## src/rtl/dcd_pkg.sv

```systemverilog
`timescale 1ns/1ps
package dcd_pkg;

    typedef enum logic [2:0] {
        CYC_NONE  = 3'd0,
        CYC_READ  = 3'd1,
        CYC_WRITE = 3'd2,
        CYC_ROR   = 3'd3,
        CYC_CBR   = 3'd4,
        CYC_TEST  = 3'd5
    } cyc_e;

    // one array access request, valid for the edge it is raised in
    typedef struct packed {
        logic rd;
        logic wr;
        logic tm;
        logic din;
    } acc_t;

    localparam int GROUP_SIZE = 8;

    function automatic int unsigned wrap_inc(int unsigned v, int unsigned lim);
        return (v + 1 >= lim) ? 0 : v + 1;
    endfunction

endpackage

```

## src/rtl/dcd_cycle_fsm.sv

```systemverilog
`timescale 1ns/1ps
module dcd_cycle_fsm
    import dcd_pkg::*;
#(
    parameter int ADDR_W = 11
) (
    input  logic              clk,
    input  logic              rst,
    input  logic              ras_n,
    input  logic              cas_n,
    input  logic              we_n,
    input  logic [ADDR_W-1:0] addr,
    input  logic              din,
    output cyc_e              cyc_type,
    output logic              cyc_valid,
    output logic              test_mode,
    output logic              cbr_done,
    output acc_t              acc,
    output logic [ADDR_W-1:0] acc_row,
    output logic [ADDR_W-1:0] acc_col
);

    logic ras_d, cas_d;
    logic active, cbr, cas_seen;
    logic [ADDR_W-1:0] row_q;
    logic ras_fall, ras_rise, cas_fall;

    assign ras_fall = ras_d & ~ras_n;
    assign ras_rise = ~ras_d & ras_n & active;
    assign cas_fall = cas_d & ~cas_n;
    assign cbr_done = ras_rise & cbr;

    always_comb begin
        acc.rd  = active & ~cbr & ~ras_n & cas_fall & we_n;
        acc.wr  = active & ~cbr & ~ras_n & cas_fall & ~we_n;
        acc.tm  = test_mode;
        acc.din = din;
    end

    assign acc_row = row_q;
    assign acc_col = addr;

    always_ff @(posedge clk) begin
        if (rst) begin
            ras_d     <= 1'b1;
            cas_d     <= 1'b1;
            active    <= 1'b0;
            cbr       <= 1'b0;
            cas_seen  <= 1'b0;
            row_q     <= '0;
            test_mode <= 1'b0;
            cyc_type  <= CYC_NONE;
            cyc_valid <= 1'b0;
        end else begin
            ras_d     <= ras_n;
            cas_d     <= cas_n;
            cyc_valid <= 1'b0;
            if (ras_fall) begin
                active    <= 1'b1;
                cas_seen  <= 1'b0;
                cbr       <= ~cas_n;
                row_q     <= addr;
                cyc_valid <= ~cas_n;
                if (~cas_n) begin
                    if (~we_n) begin
                        test_mode <= 1'b1;
                        cyc_type  <= CYC_TEST;
                    end else begin
                        test_mode <= 1'b0;
                        cyc_type  <= CYC_CBR;
                    end
                end
            end else if (ras_rise) begin
                active <= 1'b0;
                cbr    <= 1'b0;
                if (~cbr && ~cas_seen) begin
                    cyc_valid <= 1'b1;
                    cyc_type  <= CYC_ROR;
                    test_mode <= 1'b0;
                end
            end else if (acc.rd || acc.wr) begin
                cas_seen  <= 1'b1;
                cyc_valid <= 1'b1;
                cyc_type  <= acc.wr ? CYC_WRITE : CYC_READ;
            end
        end
    end

    // entry edge latches test mode and reports code 5
    p_tm_entry_r7: assert property (@(posedge clk) disable iff (rst)
        (ras_fall && !cas_n && !we_n) |=> (test_mode && cyc_valid && cyc_type == CYC_TEST));

    // test mode only drops together with a refresh report
    p_tm_exit_r8: assert property (@(posedge clk) disable iff (rst)
        $fell(test_mode) |-> (cyc_valid && (cyc_type == CYC_ROR || cyc_type == CYC_CBR)));

    // a reported refresh of either kind leaves test mode off
    p_tm_clear_r8: assert property (@(posedge clk) disable iff (rst)
        (cyc_valid && (cyc_type == CYC_ROR || cyc_type == CYC_CBR)) |-> !test_mode);

    // a column strobe inside a counter refresh is not reported as an access
    p_cbr_quiet_r2: assert property (@(posedge clk) disable iff (rst)
        (active && cbr && !ras_n && cas_fall) |=> !cyc_valid);

endmodule

```

## src/rtl/dcd_refresh_ctr.sv

```systemverilog
`timescale 1ns/1ps
module dcd_refresh_ctr
    import dcd_pkg::*;
#(
    parameter int CNT_W = 11,
    parameter int ROWS  = 1024
) (
    input  logic             clk,
    input  logic             rst,
    input  logic             step,
    output logic [CNT_W-1:0] row,
    output logic             inc
);

    always_ff @(posedge clk) begin
        if (rst) begin
            row <= '0;
            inc <= 1'b0;
        end else begin
            inc <= step;
            if (step) row <= CNT_W'(wrap_inc(int'(row), ROWS));
        end
    end

    // counter never leaves its row range
    p_row_range_r3: assert property (@(posedge clk) disable iff (rst)
        int'(row) < ROWS);

    // each strobe is one step with wrap
    p_row_step_r3: assert property (@(posedge clk) disable iff (rst)
        inc |-> (int'(row) == int'(wrap_inc(int'($past(row)), ROWS))));

    // without a strobe the counter holds
    p_row_hold_r3: assert property (@(posedge clk) disable iff (rst)
        !inc |-> $stable(row));

endmodule

```

## src/rtl/dcd_cell_store.sv

```systemverilog
`timescale 1ns/1ps
module dcd_cell_store
    import dcd_pkg::*;
#(
    parameter int ADDR_W   = 11,
    parameter int ROW_KEEP = 2,
    parameter int COL_KEEP = 3
) (
    input  logic              clk,
    input  logic              rst,
    input  acc_t              acc,
    input  logic [ADDR_W-1:0] row,
    input  logic [ADDR_W-1:0] col,
    output logic              dout,
    output logic              rd_valid
);

    localparam int IDX_W = ROW_KEEP + COL_KEEP;
    localparam int DEPTH = 1 << IDX_W;

    logic [GROUP_SIZE-1:0] mem [DEPTH];
    logic [IDX_W-1:0]      idx;
    logic [2:0]            bsel;
    logic [GROUP_SIZE-1:0] word;
    logic                  agree;
    logic                  s1_vld, s1_val;
    logic                  unused_bits;

    assign idx   = {row[ROW_KEEP-1:0], col[COL_KEEP:1]};
    assign bsel  = {row[ADDR_W-1], col[ADDR_W-1], col[0]};
    assign word  = mem[idx];
    assign agree = (&word) | ~(|word);
    assign unused_bits = ^{row[ADDR_W-2:ROW_KEEP], col[ADDR_W-2:COL_KEEP+1]};

    always_ff @(posedge clk) begin
        if (acc.wr) begin
            if (acc.tm) mem[idx] <= {GROUP_SIZE{acc.din}};
            else        mem[idx][bsel] <= acc.din;
        end
    end

    always_ff @(posedge clk) begin
        if (rst) begin
            dout     <= 1'b0;
            rd_valid <= 1'b0;
            s1_vld   <= 1'b0;
            s1_val   <= 1'b0;
        end else begin
            s1_vld <= acc.rd & acc.tm;
            s1_val <= agree;
            if (acc.rd && !acc.tm) begin
                dout     <= word[bsel];
                rd_valid <= 1'b1;
            end else if (s1_vld) begin
                dout     <= s1_val;
                rd_valid <= 1'b1;
            end else begin
                rd_valid <= 1'b0;
            end
        end
    end

    // a compressed read answers one clock later than a normal one
    p_test_latency_r10: assert property (@(posedge clk) disable iff (rst)
        (acc.rd && acc.tm) |=> (!rd_valid ##1 rd_valid));

    // a normal read answers at the next edge
    p_read_latency_r5: assert property (@(posedge clk) disable iff (rst)
        (acc.rd && !acc.tm) |=> rd_valid);

    // after a test write the whole group agrees
    p_group_fill_r9: assert property (@(posedge clk) disable iff (rst)
        (acc.wr && acc.tm) |=> agree);

endmodule

```

## src/rtl/dram_cycle_decoder.sv

```systemverilog
`timescale 1ns/1ps
module dram_cycle_decoder
    import dcd_pkg::*;
#(
    parameter int ADDR_W   = 11,
    parameter int REF_ROWS = 1024,
    parameter int ROW_KEEP = 2,
    parameter int COL_KEEP = 3
) (
    input  logic              clk,
    input  logic              rst,
    input  logic              ras_n,
    input  logic              cas_n,
    input  logic              we_n,
    input  logic [ADDR_W-1:0] addr,
    input  logic              din,
    output logic [2:0]        cyc_type,
    output logic              cyc_valid,
    output logic [ADDR_W-1:0] ref_row,
    output logic              ref_inc,
    output logic              test_mode,
    output logic              dout,
    output logic              rd_valid
);

    localparam int CNT_W = ADDR_W;

    cyc_e              cyc_e_q;
    acc_t              acc;
    logic              cbr_done;
    logic [ADDR_W-1:0] acc_row, acc_col;

    dcd_cycle_fsm #(.ADDR_W(ADDR_W)) u_fsm (
        .clk       (clk),
        .rst       (rst),
        .ras_n     (ras_n),
        .cas_n     (cas_n),
        .we_n      (we_n),
        .addr      (addr),
        .din       (din),
        .cyc_type  (cyc_e_q),
        .cyc_valid (cyc_valid),
        .test_mode (test_mode),
        .cbr_done  (cbr_done),
        .acc       (acc),
        .acc_row   (acc_row),
        .acc_col   (acc_col)
    );

    dcd_refresh_ctr #(.CNT_W(CNT_W), .ROWS(REF_ROWS)) u_ctr (
        .clk  (clk),
        .rst  (rst),
        .step (cbr_done),
        .row  (ref_row),
        .inc  (ref_inc)
    );

    dcd_cell_store #(.ADDR_W(ADDR_W), .ROW_KEEP(ROW_KEEP), .COL_KEEP(COL_KEEP)) u_store (
        .clk      (clk),
        .rst      (rst),
        .acc      (acc),
        .row      (acc_row),
        .col      (acc_col),
        .dout     (dout),
        .rd_valid (rd_valid)
    );

    assign cyc_type = cyc_e_q;

endmodule

```

## config.mk

```make
export PLATFORM = sky130hd
export DESIGN_NAME = dram_cycle_decoder
export DESIGN_NICKNAME = d
export VERILOG_FILES = /design/src/rtl/dcd_pkg.sv /design/src/rtl/dcd_cycle_fsm.sv /design/src/rtl/dcd_refresh_ctr.sv /design/src/rtl/dcd_cell_store.sv /design/src/rtl/dram_cycle_decoder.sv
export SDC_FILE = /design/constraint.sdc
export NUM_CORES = 1
export LEC_CHECK = 0
export BUFFER_PORTS_ARGS = -buffer_cell sky130_fd_sc_hd__buf_2
export CORE_MARGIN = 5
export CORE_UTILIZATION = 40
export CTS_BUF_LIST = sky130_fd_sc_hd__clkbuf_2
export CTS_CLUSTER_DIAMETER = 120
export DETAILED_ROUTE_END_ITERATION = 16
export PLACE_DENSITY_LB_ADDON = 0.2
export SLEW_MARGIN = 20
export SYNTH_ARGS = -nofsm -noshare
export SYNTH_HDL_FRONTEND = slang
export SYNTH_SLANG_ARGS = --single-unit
```

## constraint.sdc

```tcl
create_clock -name clk -period 2.6 [get_ports clk]
set_input_delay 0.26 -clock clk [delete_from_list [all_inputs] [get_ports clk]]
set_output_delay 0.26 -clock clk [all_outputs]
set_load 0.02 [all_outputs]
```

==> impl_metrics.csv <==
group,metric,value,unit
sta,holdWs,0.268,ns
finish,final_common_cell,"nor2_1",
setup_path,path_cells,"buf_12 > nand4bb_1 > o22ai_1 > nor4_1 > buf_4 > o211ai_1 > and3_1 > o21ai_1 > a221oi_2",
sta,rsz0062_at_grt,"false",
sta,worst_slew_pin_slew,1.01,ns
synthesis,yosys_warnings,0,
outcome,status,"finished, final reports clean",
setup_path,reg2reg_depth,9,
finish,mostFrequentLayoutCells,"nor2_1 (280), edfxtp_1 (256), mux2i_1 (116), clkbuf_2 (107), buf_4 (58)",
placed_design,portBuffers,29,
die,start_util,0.407,
power,leakage,4.95,nW
die,io_pins,36,
sta,fin_crit,2.47,ns
sta,slew_violations,0,
setup_path,critPathRequiredTime,3.33,ns
sta,fin_crit_sh,0.950,
clock_tree,cts.sinks,285,
global_routing,grt_pass1_vias,8407,
flow_run,maxCapViolCount,0,
sta,fmax,405,MHz
drt,wirelength,32700,um
power,ir_drop,294,uV
sta,relSlewSlack,0.327,
placed_design,place_congestion,0.844,
drt,drt.antenna.violating_nets,0,
synthesis,synth_nets,1019,
placed_design,dpl.hpwl,21400,um
clock_tree,root_buffer,"clkbuf_2",
synthesis,syn-mean-instance-area,12.5,um^2
setup_path,r2r_end,"u_store.dout",
setup_path,cpPeakStageDelay,0.46,ns
die,die_x,187,um
clock_tree,numCtsBuffers,74,
drt,via_per_inst,5.40,
hold_path,worstHoldStart,"ras_n",
synthesis,ys_types,52,
global_routing,grt_max_degree,93,
setup_path,crit_path_start_kind,"flip-flop",
global_routing,antenna_found_initial,2,
synthesis,synth-seq-area-share,0.663,
global_routing,overflow,0,
synthesis,synth_cells,1001,
clock_tree,htree_levels,3,
finish,drive_gt1_frac,0.211,
power,powerDensity,606,nW/um^2
finish,final_nets,1143,
synthesis,synth-main-ff-cell,"edfxtp_1",
hold_path,hold_class,"primary input to flip-flop",
die,die_y,187,um
drt,post-route-drc-count,0,
sta,setup_violations,0,
global_routing,grtUsageTotal,0.184,
setup_path,cp.buffers_inverters,2,
drt,drtIter0Drc,688,
clock_tree,cts_tree,"built",
drt,wl_per_cell,20.8,um
die,fp-row-count,64,
die,die_area,34800,um^2
sta,report.final.hold_viol_count,0,
clock_tree,cts.path.max_buffers,3,
sta,fin_skew,0.0858,ns
drt,dr.pass1.iters,8,
clock_tree,clk_latency,0.85,ns
setup_path,r2r_slack,0.13,ns
die,placeableCoreArea,30700,um^2
synthesis,synth_seq_cells,285,
synthesis,netlist_area,12500,um^2
sta,finalSetupTns,0,ns
setup_path,endpoint_kind,"flip-flop",
global_routing,grt_pass1_wl,49500,um
hold_path,min_delay_worst_endpoint,"u_fsm.ras_d",
setup_path,worst-setup-path-type,"flip-flop to flip-flop",
setup_path,critPathMaxFanout,8,
hold_path,hold_depth,3,
clock_tree,path_clk_slew,0.10,ns
setup_path,crit_slowest_cell,"dfxtp_2",
setup_path,crit_family,"compound AO/OA/AOI/OAI gates",
synthesis,synth-edff-count,256,
synthesis,synthArstFlopShare,0,
finish,fillers,2859,
setup_path,reg2reg_from,"u_fsm.acc_row[1]",
drt,vias,8483,
setup_path,cp.arrival,3.20,ns
finish,areaGrowthSynthToFinish,15.5,%
-- sequential cells by signal (all words and copies together), names as in the netlist --
name,count
u_fsm.active,1
u_fsm.acc_row,3
u_fsm.cyc_valid,1
u_fsm.cas_seen,1
u_fsm.cas_d,1
u_store.s1_val,1
u_fsm.ras_d,1
u_store.s1_vld,1
u_ctr.row,11
u_store.rd_valid,1
u_store.mem,256
u_store.dout,1
u_ctr.inc,1
u_fsm.test_mode,1
u_fsm.cbr,1
u_fsm.cyc_type,3
-- through the flow --
step	power [mW]	cells	setup WS, ns	instance area, um^2	util
after global placement	5.66	1434	-0.0975	13600	0.443
after detailed placement	5.66	1434	-0.0982	13600	0.443
final	8.74	1572	0.131	14400	0.470
after floorplan	5.40	1001	0.537	12500	-
after CTS	8.85	1570	0.0705	14400	0.469
after global routing	9.16	1572	0.0230	14400	0.470
-- what timing repair did --
action | CTS | global route
endpoints found under the setup margin | 2 | 2
pin swaps | 0 | 0
hold buffers | 11 | 0
setup buffers | 0 | 0
gates resized for setup | 4 | 4
endpoints found under the hold margin | 94 | 0
-- synth_stat cells (9+ instances only) --
library cell  number  area [um^2]
nand2_1           54          203
clkbuf_1          33          124
nor2_1           280         1050
mux2i_1          116         1160
a21oi_1           15         75.1
o21ai_1            9         45.0
buf_2             22          110
nor4_1            16          100
edfxtp_1         256         7690
dfxtp_1           29          581
nand3_1           10         50.1
o22ai_1           54          338
-- kinds of logic (layout without fill, tap and decap cells) --
| kind of cell | after synthesis | after routing | synth area share |
|---|---|---|---|
| other | 0 | 2 | 0 |
| AOI/OAI and AO/OA | 98 | 98 | 0.0500 |
| muxes | 124 | 124 | 0.108 |
| buffers and inverters | 69 | 242 | 0.0263 |
| DFF | 285 | 285 | 0.663 |
| xor gates and xnor gates | 6 | 6 | 0.00421 |
| adders and majority gates | 1 | 1 | 0.00100 |
| and+or+nand+nor | 418 | 418 | 0.148 |
-- power by group --
part | internal (mW) | switching [mW]
Sequential | 4.99 | 0.0190
Combinational | 0.225 | 0.340
Clock | 1.38 | 1.78
Total | 6.60 | 2.14
-- worst reg2reg max path: cells and delay by family, from the launching register on --
family / cells / cell delay [ns]
AO/OA/AOI/OAI: 4 / 0.85
buffers and inverters: 2 / 0.30
AND/OR/NAND/NOR: 3 / 0.77
flip-flops: 1 / 0.46
-- worst max-delay path by stage --
stage	from	cells after the start	to	slack [ns]
4_1_cts	u_fsm.acc_row[1]	8	u_store.dout	0.07
3_3_place_gp	u_fsm.acc_row[1]	8	u_store.dout	-0.1
3_5_place_dp	u_fsm.acc_row[1]	8	u_store.dout	-0.1
5_1_grt	u_fsm.acc_row[1]	10	u_store.dout	0.02
6_report	u_fsm.acc_row[1]	9	u_store.dout	0.13
2_1_floorplan	addr[2]	10	u_store.dout	0.54
-- area by class of cell --
cell class,count,area (um^2),area share
antenna,2,5.00,0.000347
clock buffer,107,536,0.0372
clock inverter,18,149,0.0103
inverter,4,15.0,0.00104
multi-input combinational,647,3940,0.273
sequential,285,8270,0.574
tap,396,495,0.0344
timing repair buffer,113,1000,0.0696
-- routing by layer --
layer  part of all wire  up-vias  GRT usage
met4              0.023        2     0.0628
met1               0.43     4158      0.242
met5            0.00021        -          0
met2               0.47      306      0.296
met3              0.078       61     0.0488
li1                   -     3956          -
No activity file was read; power rests on OpenSTA's default activity.
